$ cat config.mk
export PLATFORM = sky130hd
export DESIGN_NAME = f2u_conv
export DESIGN_NICKNAME = d
export VERILOG_FILES = /design/src/rtl/f2u_pkg.sv /design/src/rtl/f2u_classify.sv /design/src/rtl/f2u_align.sv /design/src/rtl/f2u_round.sv /design/src/rtl/f2u_conv.sv
export SDC_FILE = /design/constraint.sdc
export NUM_CORES = 1
export LEC_CHECK = 0
export BUFFER_PORTS_ARGS = -buffer_cell sky130_fd_sc_hd__buf_2
export CORE_MARGIN = 10
export CORE_UTILIZATION = 40
export DETAILED_ROUTE_END_ITERATION = 12
export GPL_TIMING_DRIVEN = 0
export PLACE_DENSITY_LB_ADDON = 0.08
export REMOVE_ABC_BUFFERS = 1
export SYNTH_ARGS = -nofsm -noshare
export SYNTH_HDL_FRONTEND = slang
export SYNTH_SLANG_ARGS = --single-unit
export TNS_END_PERCENT = 10
$ cat constraint.sdc
create_clock -name clk -period 0.8 [get_ports clk]
set_input_delay 0.08 -clock clk [delete_from_list [all_inputs] [get_ports clk]]
set_output_delay 0.08 -clock clk [all_outputs]
set_load 0.02 [all_outputs]
$ cat src/rtl/f2u_pkg.sv
package f2u_pkg;

    typedef enum logic [1:0] {
        RM_NEAREST = 2'b00,
        RM_DOWN    = 2'b01,
        RM_UP      = 2'b10,
        RM_ZERO    = 2'b11
    } rmode_e;

    typedef enum logic [2:0] {
        CL_ZERO      = 3'd0,
        CL_SUBNORMAL = 3'd1,
        CL_NORMAL    = 3'd2,
        CL_INFINITY  = 3'd3,
        CL_NAN       = 3'd4
    } fclass_e;

endpackage

$ cat src/rtl/f2u_classify.sv
module f2u_classify
    import f2u_pkg::*;
#(
    parameter int EXP_W = 8,
    parameter int MAN_W = 23
) (
    input  logic [EXP_W+MAN_W:0] fp_i,
    output logic                 sign_o,
    output logic [EXP_W-1:0]     exp_o,
    output logic [MAN_W-1:0]     man_o,
    output fclass_e              cls_o
);
    localparam int FP_W = EXP_W + MAN_W + 1;

    logic exp_all_ones;
    logic exp_all_zero;
    logic man_zero;

    assign sign_o = fp_i[FP_W-1];
    assign exp_o  = fp_i[FP_W-2 -: EXP_W];
    assign man_o  = fp_i[MAN_W-1:0];

    assign exp_all_ones = &exp_o;
    assign exp_all_zero = ~|exp_o;
    assign man_zero     = ~|man_o;

    always_comb begin
        if (exp_all_ones) begin
            cls_o = man_zero ? CL_INFINITY : CL_NAN;
        end else if (exp_all_zero) begin
            cls_o = man_zero ? CL_ZERO : CL_SUBNORMAL;
        end else begin
            cls_o = CL_NORMAL;
        end
    end

endmodule

$ cat src/rtl/f2u_align.sv
module f2u_align
    import f2u_pkg::*;
#(
    parameter int EXP_W = 8,
    parameter int MAN_W = 23,
    parameter int INT_W = 64
) (
    input  fclass_e          cls_i,
    input  logic [EXP_W-1:0] exp_i,
    input  logic [MAN_W-1:0] man_i,
    output logic [INT_W-1:0] int_o,
    output logic             guard_o,
    output logic             sticky_o,
    output logic             big_o
);
    localparam int BIAS  = (1 << (EXP_W - 1)) - 1;
    localparam int SIG_W = MAN_W + 1;
    localparam int EXT_W = INT_W + MAN_W;

    logic [SIG_W-1:0] sig;
    logic [EXT_W-1:0] ext;
    int               unb_exp;

    assign sig = {1'b1, man_i};

    always_comb begin
        unb_exp  = int'(exp_i) - BIAS;
        ext      = '0;
        int_o    = '0;
        guard_o  = 1'b0;
        sticky_o = 1'b0;
        big_o    = 1'b0;
        unique case (cls_i)
            CL_ZERO: begin
                sticky_o = 1'b0;
            end
            CL_SUBNORMAL: begin
                sticky_o = 1'b1;
            end
            CL_NORMAL: begin
                if (unb_exp >= INT_W) begin
                    big_o = 1'b1;
                end else if (unb_exp >= 0) begin
                    ext      = EXT_W'(sig) << unb_exp;
                    int_o    = ext[EXT_W-1 -: INT_W];
                    guard_o  = ext[MAN_W-1];
                    sticky_o = |ext[MAN_W-2:0];
                end else if (unb_exp == -1) begin
                    guard_o  = 1'b1;
                    sticky_o = |man_i;
                end else begin
                    sticky_o = 1'b1;
                end
            end
            CL_INFINITY, CL_NAN: begin
                big_o = 1'b0;
            end
            default: begin
                big_o = 1'b0;
            end
        endcase
    end

endmodule

$ cat src/rtl/f2u_round.sv
module f2u_round
    import f2u_pkg::*;
#(
    parameter int INT_W = 64
) (
    input  rmode_e           rm_i,
    input  fclass_e          cls_i,
    input  logic             sign_i,
    input  logic             big_i,
    input  logic [INT_W-1:0] int_i,
    input  logic             guard_i,
    input  logic             sticky_i,
    output logic [INT_W-1:0] result_o,
    output logic             invalid_o,
    output logic             inexact_o
);
    logic             frac_nz;
    logic             inc;
    logic             carry;
    logic [INT_W-1:0] mag;
    logic             special;

    assign frac_nz = guard_i | sticky_i;
    assign special = (cls_i == CL_NAN) || (cls_i == CL_INFINITY);

    always_comb begin
        unique case (rm_i)
            RM_NEAREST: inc = guard_i & (sticky_i | int_i[0]);
            RM_DOWN:    inc = sign_i & frac_nz;
            RM_UP:      inc = ~sign_i & frac_nz;
            RM_ZERO:    inc = 1'b0;
            default:    inc = 1'b0;
        endcase
    end

    always_comb begin
        {carry, mag} = {1'b0, int_i} + {{INT_W{1'b0}}, inc};
        invalid_o    = special | big_i | carry | (sign_i & (|mag));
        inexact_o    = ~invalid_o & frac_nz;
        if (invalid_o) begin
            result_o = '1;
        end else if (sign_i) begin
            result_o = '0;
        end else begin
            result_o = mag;
        end
    end

endmodule

$ cat src/rtl/f2u_conv.sv
module f2u_conv
    import f2u_pkg::*;
#(
    parameter int EXP_W = 8,
    parameter int MAN_W = 23,
    parameter int INT_W = 64
) (
    input  logic                     clk,
    input  logic                     rst_n,
    input  logic [EXP_W+MAN_W:0]     fp_i,
    input  logic [1:0]               rm_i,
    output logic [INT_W-1:0]         result_o,
    output logic                     invalid_o,
    output logic                     inexact_o
);
    logic             sign;
    logic [EXP_W-1:0] exp_f;
    logic [MAN_W-1:0] man_f;
    fclass_e          cls;
    logic [INT_W-1:0] int_part;
    logic             guard;
    logic             sticky;
    logic             big;
    rmode_e           rm;
    logic [INT_W-1:0] result_d;
    logic             invalid_d;
    logic             inexact_d;

    assign rm = rmode_e'(rm_i);

    f2u_classify #(.EXP_W(EXP_W), .MAN_W(MAN_W)) u_class (
        .fp_i   (fp_i),
        .sign_o (sign),
        .exp_o  (exp_f),
        .man_o  (man_f),
        .cls_o  (cls)
    );

    f2u_align #(.EXP_W(EXP_W), .MAN_W(MAN_W), .INT_W(INT_W)) u_align (
        .cls_i    (cls),
        .exp_i    (exp_f),
        .man_i    (man_f),
        .int_o    (int_part),
        .guard_o  (guard),
        .sticky_o (sticky),
        .big_o    (big)
    );

    f2u_round #(.INT_W(INT_W)) u_round (
        .rm_i      (rm),
        .cls_i     (cls),
        .sign_i    (sign),
        .big_i     (big),
        .int_i     (int_part),
        .guard_i   (guard),
        .sticky_i  (sticky),
        .result_o  (result_d),
        .invalid_o (invalid_d),
        .inexact_o (inexact_d)
    );

    always_ff @(posedge clk or negedge rst_n) begin
        if (!rst_n) begin
            result_o  <= '0;
            invalid_o <= 1'b0;
            inexact_o <= 1'b0;
        end else begin
            result_o  <= result_d;
            invalid_o <= invalid_d;
            inexact_o <= inexact_d;
        end
    end

endmodule

---- Word level (Yosys, flattened, before mapping) ----
Index checks and enable logic that the tools add are counted.
storage, ports and cells
  word-level logic and storage cells ...... 55
  output and inout port bits .............. 66
  register bits ........................... 66
cells by class
  reductions and logical operators ........ 7
  equal/unequal tests ..................... 8
  order comparisons ....................... 2
  multiplexer cells ....................... 20
  bitwise gates (word level) .............. 12
  shift operators ......................... 1
  $add $sub $neg .......................... 2
operators with widths
  kind                                                                    count
  64-bit 2-to-1 mux                                                       5
  24-bit by 32-bit left shift with 87-bit output                          1
  64-bit by 1-bit adder with 65-bit output                                1
  64-bit OR reduction                                                     1
  32-bit by 1-bit equality test with 1-bit output, second input constant  1
  32-bit by 1-bit >= comparator with 1-bit output, second input constant  1
  32-bit by 8-bit >= comparator with 1-bit output, second input constant  1
  23-bit OR reduction                                                     1
  22-bit OR reduction                                                     1
  1-bit 2-to-1 mux                                                        10
  3-bit 2-to-1 mux                                                        3
  8-bit by 7-bit subtractor with 9-bit output, second input constant      1
  8-bit AND reduction                                                     1
  8-bit OR reduction                                                      1
  3-bit by 2-bit equality test with 1-bit output, second input constant   2
  1-bit AND                                                               5
  1-bit OR                                                                5
  2-bit equality test, second input constant                              2
  1-bit case mux with 4 select lines                                      1
  3-bit by 1-bit equality test with 1-bit output, second input constant   1
  3-bit equality test, second input constant                              1
  2-bit by 1-bit equality test with 1-bit output, second input constant   1
  2-bit zero test                                                         1
  1-bit inverter                                                          2
  other kinds (2)                                                         2

---- Depth between registers and ports, before layout ----
  word-level depth ........................ 15
  gate-level depth with buffers ........... 30

---- Modules after synthesis ----
A second synthesis with hierarchy kept.
second synthesis, totals
  cell total of the unflattened synthesis .. 1,074
  area, all modules ....................... 8,313.0 µm²
modules (own cells, without submodules)
  module        area each (µm²)  instances  cells an instance  sequential area each (µm²)
  f2u_round     3,768.6          1          582                0.0
  f2u_align     2,537.4          1          376                0.0
  f2u_conv      1,651.6          1          66                 1,651.6
  f2u_classify  355.3            1          50                 0.0

---- Least setup slack after synthesis ----
Ideal clock, no wire load.
  path kind ............................... in2reg
  start point ............................. input port fp_i[23]
  end point ............................... register result_o[20]
  stages on the path ...................... 26
  data arrival time ....................... 5,497 ps
  slack ................................... -4,840 ps
  cells stage by stage .................... buf_4 > inv_2 > ha_1 > buf_4 > clkbuf_1 > buf_2 > buf_1 > o21ai_1 > or4_1 > o41ai_1 > a41oi_1 > o311ai_0 > inv_1 > o21ai_0 > a21oi_1 > ha_1 > and3_1 > a222oi_1 > nor2_1 > xor2_1 > a211oi_1 > o211ai_1 > nor4_4 > buf_6 > buf_6 > a22oi_1
between the ends
  cells in the longest elaborated chain, start to end .. 14
  elaborated cells on any way between the ends .. 42
  classes of those cells .................. add/sub (2); order compare (2); eq/ne (5); shift (1); mux (18); bitwise (9); reduce/logical (5)
ends and longest elaborated chain
  element                                                                                                                   RTL line                                           source
  start: declaration                                                                                                        f2u_conv.sv:10                                     input logic [EXP_W+MAN_W:0] fp_i,
  8-bit by 7-bit subtractor with 9-bit output                                                                               f2u_align.sv:27                                    unb_exp = int'(exp_i) - BIAS;
  24-bit by 32-bit left shift with 87-bit output / 32-bit by 1-bit equality test with 1-bit output (equally long branches)  f2u_align.sv:44, f2u_align.sv:48
  22-bit OR reduction / 1-bit 2-to-1 mux (equally long branches)                                                            f2u_align.sv:47, f2u_align.sv:48
  1-bit 2-to-1 mux                                                                                                          f2u_align.sv:43                                    end else if (unb_exp >= 0) begin
  1-bit 2-to-1 mux                                                                                                          f2u_align.sv:41                                    if (unb_exp >= INT_W) begin
  1-bit case mux with 2 select lines / 1-bit 2-to-1 mux (equally long branches)                                             f2u_align.sv:33                                    unique case (cls_i)
  1-bit OR (on tied branches)                                                                                               f2u_round.sv:23, f2u_round.sv:28
  1-bit AND (on tied branches)                                                                                              f2u_round.sv:30, f2u_round.sv:28, f2u_round.sv:29
  1-bit case mux with 4 select lines                                                                                        f2u_round.sv:27                                    unique case (rm_i)
  64-bit by 1-bit adder with 65-bit output                                                                                  f2u_round.sv:37                                    {carry, mag} = {1'b0, int_i} + {{INT_W{1'b0}}, inc};
  64-bit OR reduction                                                                                                       f2u_round.sv:38                                    invalid_o = special | big_i | carry | (sign_i & (|mag));
  1-bit AND                                                                                                                 f2u_round.sv:38
  1-bit OR                                                                                                                  f2u_round.sv:38
  64-bit 2-to-1 mux *                                                                                                       f2u_round.sv:40                                    if (invalid_o) begin
  net result_d[20]                                                                                                          f2u_conv.sv:25                                     logic [INT_W-1:0] result_d;
  end signal: assignment                                                                                                    f2u_conv.sv:68                                     result_o <= result_d;
  end: declaration                                                                                                          f2u_conv.sv:12                                     output logic [INT_W-1:0] result_o,
The timed path passes the listed nets; every way through them passes the cells marked *.

---- Worst setup path after layout ----
  start point ............................. input port fp_i[23]
  end point ............................... register result_o[49]
Same word-level chain as after synthesis.

==> results.cfg <==
[yosys]
yosys_warnings = 0
ys_seq_area_frac = 0.2385
synth_area_mm2 = 0.006925
synth_top_area_frac = 0.2385
synth-seq-cells = 66
avgSynthCellArea_um2 = 7.879
ys_async_sr_fraction = 1.000
synth_common_cells = 91 x a21oi_1, 88 x nor2_1, 69 x nand2_1
synth_edf_count = 0
ys_types = 79
netlist_instances = 879
yosys.area.top_type = dfrtp_1
synthFlopType = dfrtp_1
synth.top_cells.by_area = dfrtp_1 24%, mux2i_1 6.6%, a21oi_1 6.6%
synth_most_common_cell = a21oi_1

[drt]
routed_wl_um = 32230
drt-vias-per-instance = 6.604
drt_first_pass_iters = 6
drt_iter0_markers = 1059
routedWlPerCell_um = 26.29
dr_wl_met3_um = 3070
num_vias = 8096
drc = 0
top_layer_used = met4
ant_nets = 0
wl_met1_um = 13140
route.met2.wl_um = 14160

[final_layout]
diodes = 0
final_nets = 1039
area_delta_synth_final_pct = 35.10
stdcell_area_mm2 = 0.009356
drive_above_1_share = 0.3157

[cts]
numCtsBuffers = 9
root_buffer = clkbuf_16
cts_max_path_buffers = 2
cts.clk_slew.worst_paths_ns = 0.06
clock_sinks = 66
cts_max_level = 3
cts_tree = done

[pwr]
leakagePower_uw = 0.003601
peakVddDrop_v = 0.001233
power.density_mw_per_mm2 = 1749

[sta]
setup_violations = 132
slew_headroom = 0.1003
worst_pin_slew_ns = 1.345
drv_slew = 0
timing.final.ws_setup_ns = -4.567
fin_hold_ws_ns = -0.1810
hold_viol = 66
rsz0062_at_grt = yes
post-route-period-util = 6.709
fmax_mhz = 186.3
fin_crit_ns = 5.367

[status]
status = complete, but fails checks
violations = hold timing, setup timing

[setup_path]
end_kind = flop
startpoint = fp_i[23]
worstSetupPathType = in -> reg
crit_arrival_ns = 5.58
worstPathMaxFanout = 27
required_ns = 1.01
critPathLaunchType = input pin
endpoint = result_o[49]$_DFF_PN0_

[place]
dp_slack_ns = -8.449
placed_area_mm2 = 0.007565
portBuffers = 101
dp_hpwl_um = 22550
gp_congestion = 1.006

[die]
ios = 102
rows = 48
die_h_um = 151.6
start_util = 0.4046
die_area_mm2 = 0.02298
core_area_mm2 = 0.01712
die_w_um = 151.6

[hold_path]
hp-class = in -> async

[flow_run]
cap_viol_max_count = 0

[grt]
grt_pass1_wl_um = 49130
grtUsageTotal = 0.2799
grt_pass1_vias = 7859
antenna_found_initial = 0
gr-total-overflow = 0
grt_max_degree = 67
==> flip-flops by register name, summed over array words and instances, names as in the netlist <==
| register | count |
|---|---|
| result_o | 64 |
| inexact_o | 1 |
| invalid_o | 1 |
==> how the worst min path moves through the flow <==
stage	slack, ns	cells past startpoint	to
floorplan	-0.22	0	inexact_o$_DFF_PN0_
global placement	0.49	1	invalid_o$_DFF_PN0_
detailed placement	0.24	1	invalid_o$_DFF_PN0_
CTS	-0.13	1	result_o[33]$_DFF_PN0_
global route	-0.09	1	result_o[50]$_DFF_PN0_
finish	-0.18	1	result_o[33]$_DFF_PN0_
==> what timing repair did <==
action,4_1_cts,5_1_grt
cloned,10,1
buffers inserted,42,15
hold endpoints to repair,66,66
pin swaps,26,20
gates resized for setup,110,51
endpoints found under the setup margin,132,132
==> through the flow <==
step	hold WS, ns	TNS, ns	power (uW)	std cells	utilization
floorplan	-0.2156	-434.71	8083	805	-
global placement	0.4890	-753.84	10460	1131	0.4290
detailed placement	0.2350	-539.84	10610	1143	0.4420
CTS	-0.1345	-301.52	15770	1211	0.5259
global route	-0.08758	-319.31	17080	1226	0.5466
finish	-0.1810	-305.56	16360	1226	0.5466
==> critical path: stages <==
cell and delay [ns]:
buf_16 0.13, ha_4 0.19, and3_4 0.22, a21o_4 0.28
buf_12 0.19, nand2_2 0.11, o21ai_4 0.10, or4_4 0.57
o41ai_4 0.27, a41oi_2 0.24, o311ai_4 0.37, inv_1 0.08
o21ai_2 0.12, a21oi_2 0.08, ha_4 0.19, and3_4 0.14
a222oi_1 0.29, buf_4 0.19, buf_4 0.10, nor2_1 0.06
xor2_1 0.22, a211oi_2 0.37, o211ai_1 0.22, nor4_4 0.21
buf_6 0.16, buf_12 0.13, buf_12 0.13, a22oi_1 0.08
==> cells by family after synthesis <==
family,after synthesis,synth area share
flops,66,0.2385
xor+xnor,28,0.04137
mux,69,0.1218
compound gates,304,0.2997
buf+inv,87,0.06034
fa+ha+maj,8,0.01409
simple gates,317,0.2242
==> report_power, final <==
part | internal [uW] | switching, uW
sequential | 3960 | 164
clock | 2150 | 1680
combinational | 3310 | 5110
==> cell type report <==
cell class / count / area [um2]
fill: 1650 / 7760
multi-input combinational: 729 / 5489
sequential: 66 / 1652
timing repair buffer: 177 / 1584
tap: 225 / 281.5
clock buffer: 9 / 225.2
inverter: 13 / 63.81
clock inverter: 7 / 61.31
==> cell usage in the layout (no fill, tap or decap), types with 9 or more instances in the layout <==
master     instances
nor2_1            84
nor4_1            12
buf_6             16
xnor2_1           14
buf_4             49
buf_12             9
o211ai_1          13
buf_2             85
nand3_1           39
a31oi_1           10
clkbuf_16         10
a22oi_1           20
nor3_1            22
a21oi_1           86
nand2_1           65
o21ai_0           26
mux4_2            11
o22ai_1           17
mux2i_1           35
dfrtp_1           66
mux2_2            11
inv_1             10
nand4_1           14
==> routing by layer <==
layer  vias up  track usage
li1       3633            -
met1      3849       0.3627
met2       512       0.4264
met3       102      0.06356
met4         0       0.1468
met5         -            0
Note: power is estimated with default switching activity, not from simulation.
